<file path="src/rtl/hreg_pkg.sv">
package hreg_pkg;

   // Addresses whose position is behaviour: the host and the neighbouring
   // blocks decode them, so they are fixed here.
   localparam logic [7:0] ADR_CONFIG  = 8'h02;
   localparam logic [7:0] ADR_PLL     = 8'h04;
   localparam logic [7:0] ADR_REF_LO  = 8'h18;
   localparam logic [7:0] ADR_REF_HI  = 8'h1A;
   localparam logic [7:0] ADR_CF_IDX  = 8'h58;
   localparam logic [7:0] ADR_CF_DAT  = 8'h5A;
   localparam logic [7:0] ADR_PIXEL   = 8'h90;
   localparam logic [7:0] ADR_GM_IDX  = 8'hB6;
   localparam logic [7:0] ADR_GM_DAT  = 8'hB8;
   localparam logic [7:0] ADR_NDSTAT  = 8'hE8;
   localparam logic [7:0] ADR_IRQ     = 8'hF6;

   localparam logic [7:0] CONFIG_WORD  = 8'h83;
   localparam logic [7:0] NDSTAT_KEEP  = 8'h1B;
   localparam logic [7:0] NDSTAT_FORCE = 8'h20;

   // Decoded bus operation for one cycle.
   typedef struct packed {
      logic cmd_wr;
      logic cmd_rd;
      logic dat_wr;
      logic dat_rd;
   } hreg_op_t;

   function automatic logic is_stream(input logic [7:0] a);
      return (a == ADR_PIXEL) || (a == ADR_CF_DAT) || (a == ADR_GM_DAT);
   endfunction

endpackage

</file>
<file path="src/rtl/hreg_addr_seq.sv">
module hreg_addr_seq
   import hreg_pkg::*;
#(
   parameter int ADDR_W = 8,
   parameter int STEP   = 2
)(
   input  logic              clk,
   input  logic              rst_n,
   input  hreg_op_t          op,
   input  logic [ADDR_W-1:0] cmd_addr,
   output logic [ADDR_W-1:0] cur_addr
);

   localparam logic [ADDR_W-1:0] STEP_V = ADDR_W'(STEP);

   if (ADDR_W != 8) begin : g_bad_width
      $error("hreg_addr_seq: address constants assume ADDR_W of 8");
   end
   if (STEP < 1 || STEP >= (1 << ADDR_W)) begin : g_bad_step
      $error("hreg_addr_seq: STEP out of range");
   end

   logic data_access;
   logic hold;

   assign data_access = op.dat_wr | op.dat_rd;
   assign hold        = is_stream(cur_addr);

   always_ff @(posedge clk) begin
      if (!rst_n) begin
         cur_addr <= '0;
      end else if (op.cmd_wr) begin
         cur_addr <= cmd_addr;
      end else if (data_access && !hold) begin
         cur_addr <= cur_addr + STEP_V;
      end
   end

endmodule

</file>
<file path="src/rtl/hreg_index_table.sv">
module hreg_index_table #(
   parameter int DEPTH  = 32,
   parameter int DATA_W = 8,
   parameter bit WRAP   = 1'b0
)(
   input  logic              clk,
   input  logic              rst_n,
   input  logic              idx_wr,
   input  logic              dat_wr,
   input  logic              dat_rd,
   input  logic [DATA_W-1:0] wdata,
   output logic [DATA_W-1:0] idx_val,
   output logic [DATA_W-1:0] dat_val
);

   localparam int IW = $clog2(DEPTH);
   localparam int CW = WRAP ? IW : IW + 1;

   if (DEPTH < 2 || (1 << IW) != DEPTH) begin : g_bad_depth
      $error("hreg_index_table: DEPTH must be a power of two");
   end
   if (CW > DATA_W || IW > DATA_W) begin : g_bad_width
      $error("hreg_index_table: index does not fit the data width");
   end

   logic [CW-1:0]     cnt;
   logic [IW-1:0]     slot;
   logic              live;
   logic              step;
   logic [DATA_W-1:0] mem [DEPTH];

   assign slot = cnt[IW-1:0];

   if (WRAP) begin : g_wrap
      assign live = 1'b1;
   end else begin : g_stop
      // The counter saturates exactly at DEPTH, so its top bit marks the end.
      assign live = ~cnt[IW];
   end

   assign step = (dat_wr | dat_rd) & live;

   always_ff @(posedge clk) begin
      if (!rst_n) begin
         cnt <= '0;
      end else if (idx_wr) begin
         cnt <= CW'(wdata[IW-1:0]);
      end else if (step) begin
         cnt <= cnt + CW'(1);
      end
   end

   always_ff @(posedge clk) begin
      if (!rst_n) begin
         for (int i = 0; i < DEPTH; i++) begin
            mem[i] <= '0;
         end
      end else if (dat_wr && live) begin
         mem[slot] <= wdata;
      end
   end

   assign idx_val = DATA_W'(cnt);
   assign dat_val = live ? mem[slot] : '0;

endmodule

</file>
<file path="src/rtl/hreg_ctrl_file.sv">
module hreg_ctrl_file
   import hreg_pkg::*;
#(
   parameter int          DATA_W  = 8,
   parameter int          REF_W   = 12,
   parameter logic [11:0] REF_RST = 12'h25C,
   parameter int          PLL_W   = 6
)(
   input  logic              clk,
   input  logic              rst_n,
   input  logic              wr_en,
   input  logic [7:0]        addr,
   input  logic [DATA_W-1:0] wdata,
   input  logic [DATA_W-1:0] irq_raise,
   output logic [DATA_W-1:0] rd_val,
   output logic [REF_W-1:0]  refresh_q,
   output logic [DATA_W-1:0] irq_pend
);

   localparam int HI_W = REF_W - DATA_W;

   if (DATA_W != 8) begin : g_bad_data
      $error("hreg_ctrl_file: constant words assume DATA_W of 8");
   end
   if (HI_W < 1 || HI_W > DATA_W) begin : g_bad_ref
      $error("hreg_ctrl_file: REF_W must span two data words");
   end
   if (PLL_W < 1 || PLL_W >= DATA_W) begin : g_bad_pll
      $error("hreg_ctrl_file: PLL_W must leave room for the flag bit");
   end

   logic [PLL_W:0]      pll_q;
   logic [DATA_W-1:0]   nd_q;
   logic [PLL_W:0]      pll_less;

   always_ff @(posedge clk) begin
      if (!rst_n) begin
         pll_q     <= (PLL_W+1)'(1);
         refresh_q <= REF_W'(REF_RST);
         nd_q      <= '0;
         irq_pend  <= '0;
      end else begin
         if (wr_en) begin
            case (addr)
               ADR_PLL:    pll_q <= {1'b0, wdata[PLL_W-1:0]} + (PLL_W+1)'(1);
               ADR_REF_LO: refresh_q[DATA_W-1:0] <= wdata;
               ADR_REF_HI: refresh_q[REF_W-1:DATA_W] <= wdata[HI_W-1:0];
               ADR_NDSTAT: nd_q <= wdata & NDSTAT_KEEP;
               default: ;
            endcase
         end
         if (wr_en && addr == ADR_IRQ) begin
            irq_pend <= (irq_pend & wdata) | irq_raise;
         end else begin
            irq_pend <= irq_pend | irq_raise;
         end
      end
   end

   assign pll_less = pll_q - (PLL_W+1)'(1);

   always_comb begin
      case (addr)
         ADR_CONFIG: rd_val = CONFIG_WORD;
         ADR_PLL:    rd_val = DATA_W'(pll_less) | {1'b1, {(DATA_W-1){1'b0}}};
         ADR_REF_LO: rd_val = refresh_q[DATA_W-1:0];
         ADR_REF_HI: rd_val = DATA_W'(refresh_q[REF_W-1:DATA_W]);
         ADR_NDSTAT: rd_val = nd_q | NDSTAT_FORCE;
         ADR_IRQ:    rd_val = irq_pend;
         default:    rd_val = '0;
      endcase
   end

endmodule

</file>
<file path="src/rtl/hreg_port.sv">
module hreg_port
   import hreg_pkg::*;
#(
   parameter int          BUS_W       = 16,
   parameter int          ADDR_W      = 8,
   parameter int          REG_W       = 8,
   parameter int          COEF_DEPTH  = 32,
   parameter int          GAMMA_DEPTH = 256,
   parameter int          REF_W       = 12,
   parameter logic [11:0] REF_RST     = 12'h25C,
   parameter int          PLL_W       = 6,
   parameter int          ADDR_STEP   = 2
)(
   input  logic             clk,
   input  logic             rst_n,
   input  logic             bus_wr,
   input  logic             bus_rd,
   input  logic             bus_cmd,
   input  logic [BUS_W-1:0] bus_wdata,
   input  logic [REG_W-1:0] irq_raise,
   output logic [BUS_W-1:0] bus_rdata,
   output logic [REF_W-1:0] refresh_interval,
   output logic [REG_W-1:0] irq_pending
);

   if (BUS_W <= REG_W || ADDR_W != REG_W) begin : g_bad_bus
      $error("hreg_port: bus must be wider than a register, address one register wide");
   end

   hreg_op_t          op;
   logic [ADDR_W-1:0] cur_addr;
   logic [REG_W-1:0]  wbyte;
   logic [REG_W-1:0]  coef_idx;
   logic [REG_W-1:0]  coef_dat;
   logic [REG_W-1:0]  gamma_idx;
   logic [REG_W-1:0]  gamma_dat;
   logic [REG_W-1:0]  ctrl_val;
   logic [REG_W-1:0]  rd_mux;
   logic [REG_W-1:0]  rdata_q;
   logic              unused_hi;

   // A write strobe takes precedence if both strobes are raised.
   assign op.cmd_wr = bus_wr & bus_cmd;
   assign op.cmd_rd = bus_rd & bus_cmd & ~bus_wr;
   assign op.dat_wr = bus_wr & ~bus_cmd;
   assign op.dat_rd = bus_rd & ~bus_cmd & ~bus_wr;

   assign wbyte     = bus_wdata[REG_W-1:0];
   assign unused_hi = ^bus_wdata[BUS_W-1:REG_W];

   hreg_addr_seq #(
      .ADDR_W (ADDR_W),
      .STEP   (ADDR_STEP)
   ) addr_i (
      .clk      (clk),
      .rst_n    (rst_n),
      .op       (op),
      .cmd_addr (bus_wdata[ADDR_W-1:0]),
      .cur_addr (cur_addr)
   );

   hreg_index_table #(
      .DEPTH  (COEF_DEPTH),
      .DATA_W (REG_W),
      .WRAP   (1'b0)
   ) coef_i (
      .clk     (clk),
      .rst_n   (rst_n),
      .idx_wr  (op.dat_wr && cur_addr == ADR_CF_IDX),
      .dat_wr  (op.dat_wr && cur_addr == ADR_CF_DAT),
      .dat_rd  (op.dat_rd && cur_addr == ADR_CF_DAT),
      .wdata   (wbyte),
      .idx_val (coef_idx),
      .dat_val (coef_dat)
   );

   hreg_index_table #(
      .DEPTH  (GAMMA_DEPTH),
      .DATA_W (REG_W),
      .WRAP   (1'b1)
   ) gamma_i (
      .clk     (clk),
      .rst_n   (rst_n),
      .idx_wr  (op.dat_wr && cur_addr == ADR_GM_IDX),
      .dat_wr  (op.dat_wr && cur_addr == ADR_GM_DAT),
      .dat_rd  (op.dat_rd && cur_addr == ADR_GM_DAT),
      .wdata   (wbyte),
      .idx_val (gamma_idx),
      .dat_val (gamma_dat)
   );

   hreg_ctrl_file #(
      .DATA_W  (REG_W),
      .REF_W   (REF_W),
      .REF_RST (REF_RST),
      .PLL_W   (PLL_W)
   ) ctrl_i (
      .clk       (clk),
      .rst_n     (rst_n),
      .wr_en     (op.dat_wr),
      .addr      (cur_addr),
      .wdata     (wbyte),
      .irq_raise (irq_raise),
      .rd_val    (ctrl_val),
      .refresh_q (refresh_interval),
      .irq_pend  (irq_pending)
   );

   always_comb begin
      case (cur_addr)
         ADR_CF_IDX: rd_mux = coef_idx;
         ADR_CF_DAT: rd_mux = coef_dat;
         ADR_GM_IDX: rd_mux = gamma_idx;
         ADR_GM_DAT: rd_mux = gamma_dat;
         default:    rd_mux = ctrl_val;
      endcase
   end

   // The mux is sampled on the same edge that advances the table index,
   // so a data-port read returns the entry at the old index.
   always_ff @(posedge clk) begin
      if (!rst_n) begin
         rdata_q <= '0;
      end else if (op.cmd_rd) begin
         rdata_q <= cur_addr;
      end else if (op.dat_rd) begin
         rdata_q <= rd_mux;
      end
   end

   assign bus_rdata = BUS_W'(rdata_q);

endmodule

</file>
<file path="config.mk">
export PLATFORM = sky130hd
export DESIGN_NAME = hreg_port
export DESIGN_NICKNAME = d
export VERILOG_FILES = /design/src/rtl/hreg_pkg.sv /design/src/rtl/hreg_addr_seq.sv /design/src/rtl/hreg_index_table.sv /design/src/rtl/hreg_ctrl_file.sv /design/src/rtl/hreg_port.sv
export SDC_FILE = /design/constraint.sdc
export NUM_CORES = 2
export LEC_CHECK = 0
export ABC_AREA = 1
export ABC_CLOCK_PERIOD_IN_PS = 6430
export BUFFER_PORTS_ARGS = -buffer_cell sky130_fd_sc_hd__buf_4
export CAP_MARGIN = 20
export CORE_MARGIN = 4
export CORE_UTILIZATION = 40
export CTS_CLUSTER_DIAMETER = 30
export DETAILED_ROUTE_END_ITERATION = 6
export PLACE_DENSITY = 0.58
export SLEW_MARGIN = 20
export SYNTH_ARGS = -nofsm -noshare
export SYNTH_HDL_FRONTEND = slang
export SYNTH_HIERARCHICAL = 1
export SYNTH_SLANG_ARGS = --single-unit
</file>
<file path="constraint.sdc">
create_clock -name clk -period 6.43 [get_ports clk]
set_input_delay 1.6075 -clock clk [delete_from_list [all_inputs] [get_ports clk]]
set_output_delay 1.6075 -clock clk [all_outputs]
set_load 0.05 [all_outputs]
</file>
==> impl_metrics.ini <==
[timing]
fin_crit_ns = 4.37
fin_skew_ns = 0.105
fin_tns_setup_ns = 0
slew_headroom = 0.290
setup_violations = 0
worst_pin_slew_ns = 1.07
timing.hold.ws_ns = 0.473
fin_crit_sh = 0.680
worst_slack_ns = 2.06
clock.fmax_mhz = 229
hold_viol_final = 0
grt_setup_unrepaired = no
final_max_slew_viol_count = 0

[placement]
port_buffers = 48
place_congestion = 0.889
dp_hpwl_um = 192000
dpl_worst_slack_ns = 1.63
place_inst = 14386

[routing]
wl_per_cell_um = 21.5
viasPerCell = 5.48
drtAntennaViolNets = 0
drt-total-wl_um = 328000
first_pass_iters = 6
drt_iter0_markers = 9520
drt_drc_violations_left = 0
vias = 83796

[clock_tree]
cts_resized = 0
clock-sinks = 2378
cts_hold_buf = 0
postCtsSetupBuffers = 0
clkLatencyLatePin_ns = 0.96
clk_pin_slew_ns = 0.05
cts_buffer_depth = 4
root_buffer = clkbuf_16
cts_max_level = 5
numCtsBuffers = 481
cts_tree = built

[synthesis]
syn-cell-area_um2 = 109000
synthesis.instances = 11473
yosys.area.top_type = edfxtp_1
synthFlopType = edfxtp_1
synth.top_cell.area_share = 0.635
yosysWarnings = 6
synth_cell_types = 45
avgSynthCellArea_um2 = 9.50
ys_async_sr_fraction = 0
ys_ff_latch = 2378
synth_edf_count = 2304
ys_seq_area_frac = 0.649
ys_top_cells_by_area = edfxtp_1, nand2_1, nand3_1

[critical_path]
cp-start-kind = register
crit_arrival_ns = 5.17
crit_type = register to register
required_ns = 7.23
worstPathMaxFanout = 107
end_kind = register

[power]
power.density_nw_per_um2 = 344
vdd_ir_drop_max_v = 0.000241
total_power_mw = 44.3
leakagePower_nw = 50.3

[grt]
antenna_found_initial = 10
grt_max_degree = 200
grt_overflow_total = 0
grt_pass1_vias = 81574
gr-usage-all-layers = 0.228
grt_pass1_wl_um = 491000

[cells_and_area]
fin_cells = 15287
layout_common_cells = nand2_1, nor2_1, edfxtp_1, nand3_1, clkbuf_16
multiInputGateArea_um2 = 34300
fillers = 24932
drive_above_1_share = 0.0953
layout_commonest_cell = nand2_1
nNetsFinal = 11340
ff_latch_area_um2 = 70700
syn_to_final_growth_pct = 18.2

[floorplan]
die_x_um = 530
io_pins = 65
initial_utilization = 0.402
die_h_um = 530
die-area_um2 = 281000
fp-row-count = 191
core_area_um2 = 271000

[min_path]
worstHoldPathType = register to register

[job]
max-cap-violations = 0

[run_status]
status = completed
[cell families after synthesis]
kind of cell               synth area share
and+or+nand+nor                       0.305
xor gates and xnor gates           0.000724
DFF                                   0.649
AOI/OAI and AO/OA                   0.00679
buffers and inverters                0.0376
adders and majority gates           0.00126
other                             0.0000689
[Yosys cell counts, drive strengths merged (8+ instances only)]
cell type,n
o211ai,9
nand3,2267
nor2,2469
dfxtp,74
inv,140
xor2,8
a21oi,54
buf,309
ha,11
o21ai,57
clkinv,9
nand2,3158
nand4,19
clkbuf,535
edfxtp,2304
nor3,33
[flip-flops by register name, summed over array words and instances (netlist names), named ones only]
name and flops:
gamma_i/mem 2048, addr_i/cur_addr 8, coef_i/mem 256, ctrl_i/pll_q 7
ctrl_i/nd_q 4, coef_i/cnt 6, ctrl_i/refresh_q 12, ctrl_i/irq_pend 8
rdata_q 8, gamma_i/idx_val 8
[metrics by stage]
| stage | utilization | cell area [µm²] |
|---|---|---|
| after global routing | 0.475 | 129000 |
| final | 0.475 | 129000 |
| after floorplan | - | 109000 |
| after detailed placement | 0.413 | 112000 |
| after global placement | 0.413 | 112000 |
| after CTS | 0.475 | 129000 |
[layer usage]
metal	track usage	routed length [µm]	up-vias
li1	-	-	38586
met1	0.312	135000	40732
met2	0.361	150000	3797
met3	0.0488	31700	679
met4	0.0792	11000	2
met5	0	13	-
[where the power goes]
part / total, mW / internal (mW) / switching (mW)
Combinational: 1.22 / 0.214 / 1.01
Sequential: 17.6 / 17.5 / 0.156
Clock: 25.4 / 17.2 / 8.19
[cell type report]
cell class	instances	share of cell area
inverter	149	0.00502
sequential	2378	0.549
tap	3570	0.0347
timing repair buffer	180	0.0145
clock inverter	350	0.0334
multi-input combinational	8110	0.267
clock buffer	547	0.0967
antenna	3	0.0000583
[path summary, 6_finish.rpt]
kind	start	end	slack [ns]	depth (start not counted)
min reg2reg	ctrl_i/nd_q[4]$_SDFFE_PN0P_	ctrl_i/nd_q[4]$_SDFFE_PN0P_	0.47	2
max	register	rdata_q[7]$_SDFFE_PN0P_	2.06	18
max reg2reg	register	rdata_q[7]$_SDFFE_PN0P_	2.06	18
min	ctrl_i/nd_q[4]$_SDFFE_PN0P_	ctrl_i/nd_q[4]$_SDFFE_PN0P_	0.47	2
[critical path: stages, from the launching register on]
cell,delay [ns]
dfxtp_4,0.57
inv_8,0.35
buf_16,0.45
buf_4,0.56
nand3_1,0.14
nand3_1,0.14
nand3_1,0.14
nand3_1,0.13
nand3_1,0.39
nand3_1,0.28
nand2_1,0.08
nand2_1,0.07
nand2_1,0.08
nand3_1,0.08
nand2_1,0.19
nor2_1,0.23
nand2_1,0.08
nand2_1,0.06
a21oi_1,0.06
Note: power is estimated with default switching activity, not from simulation.
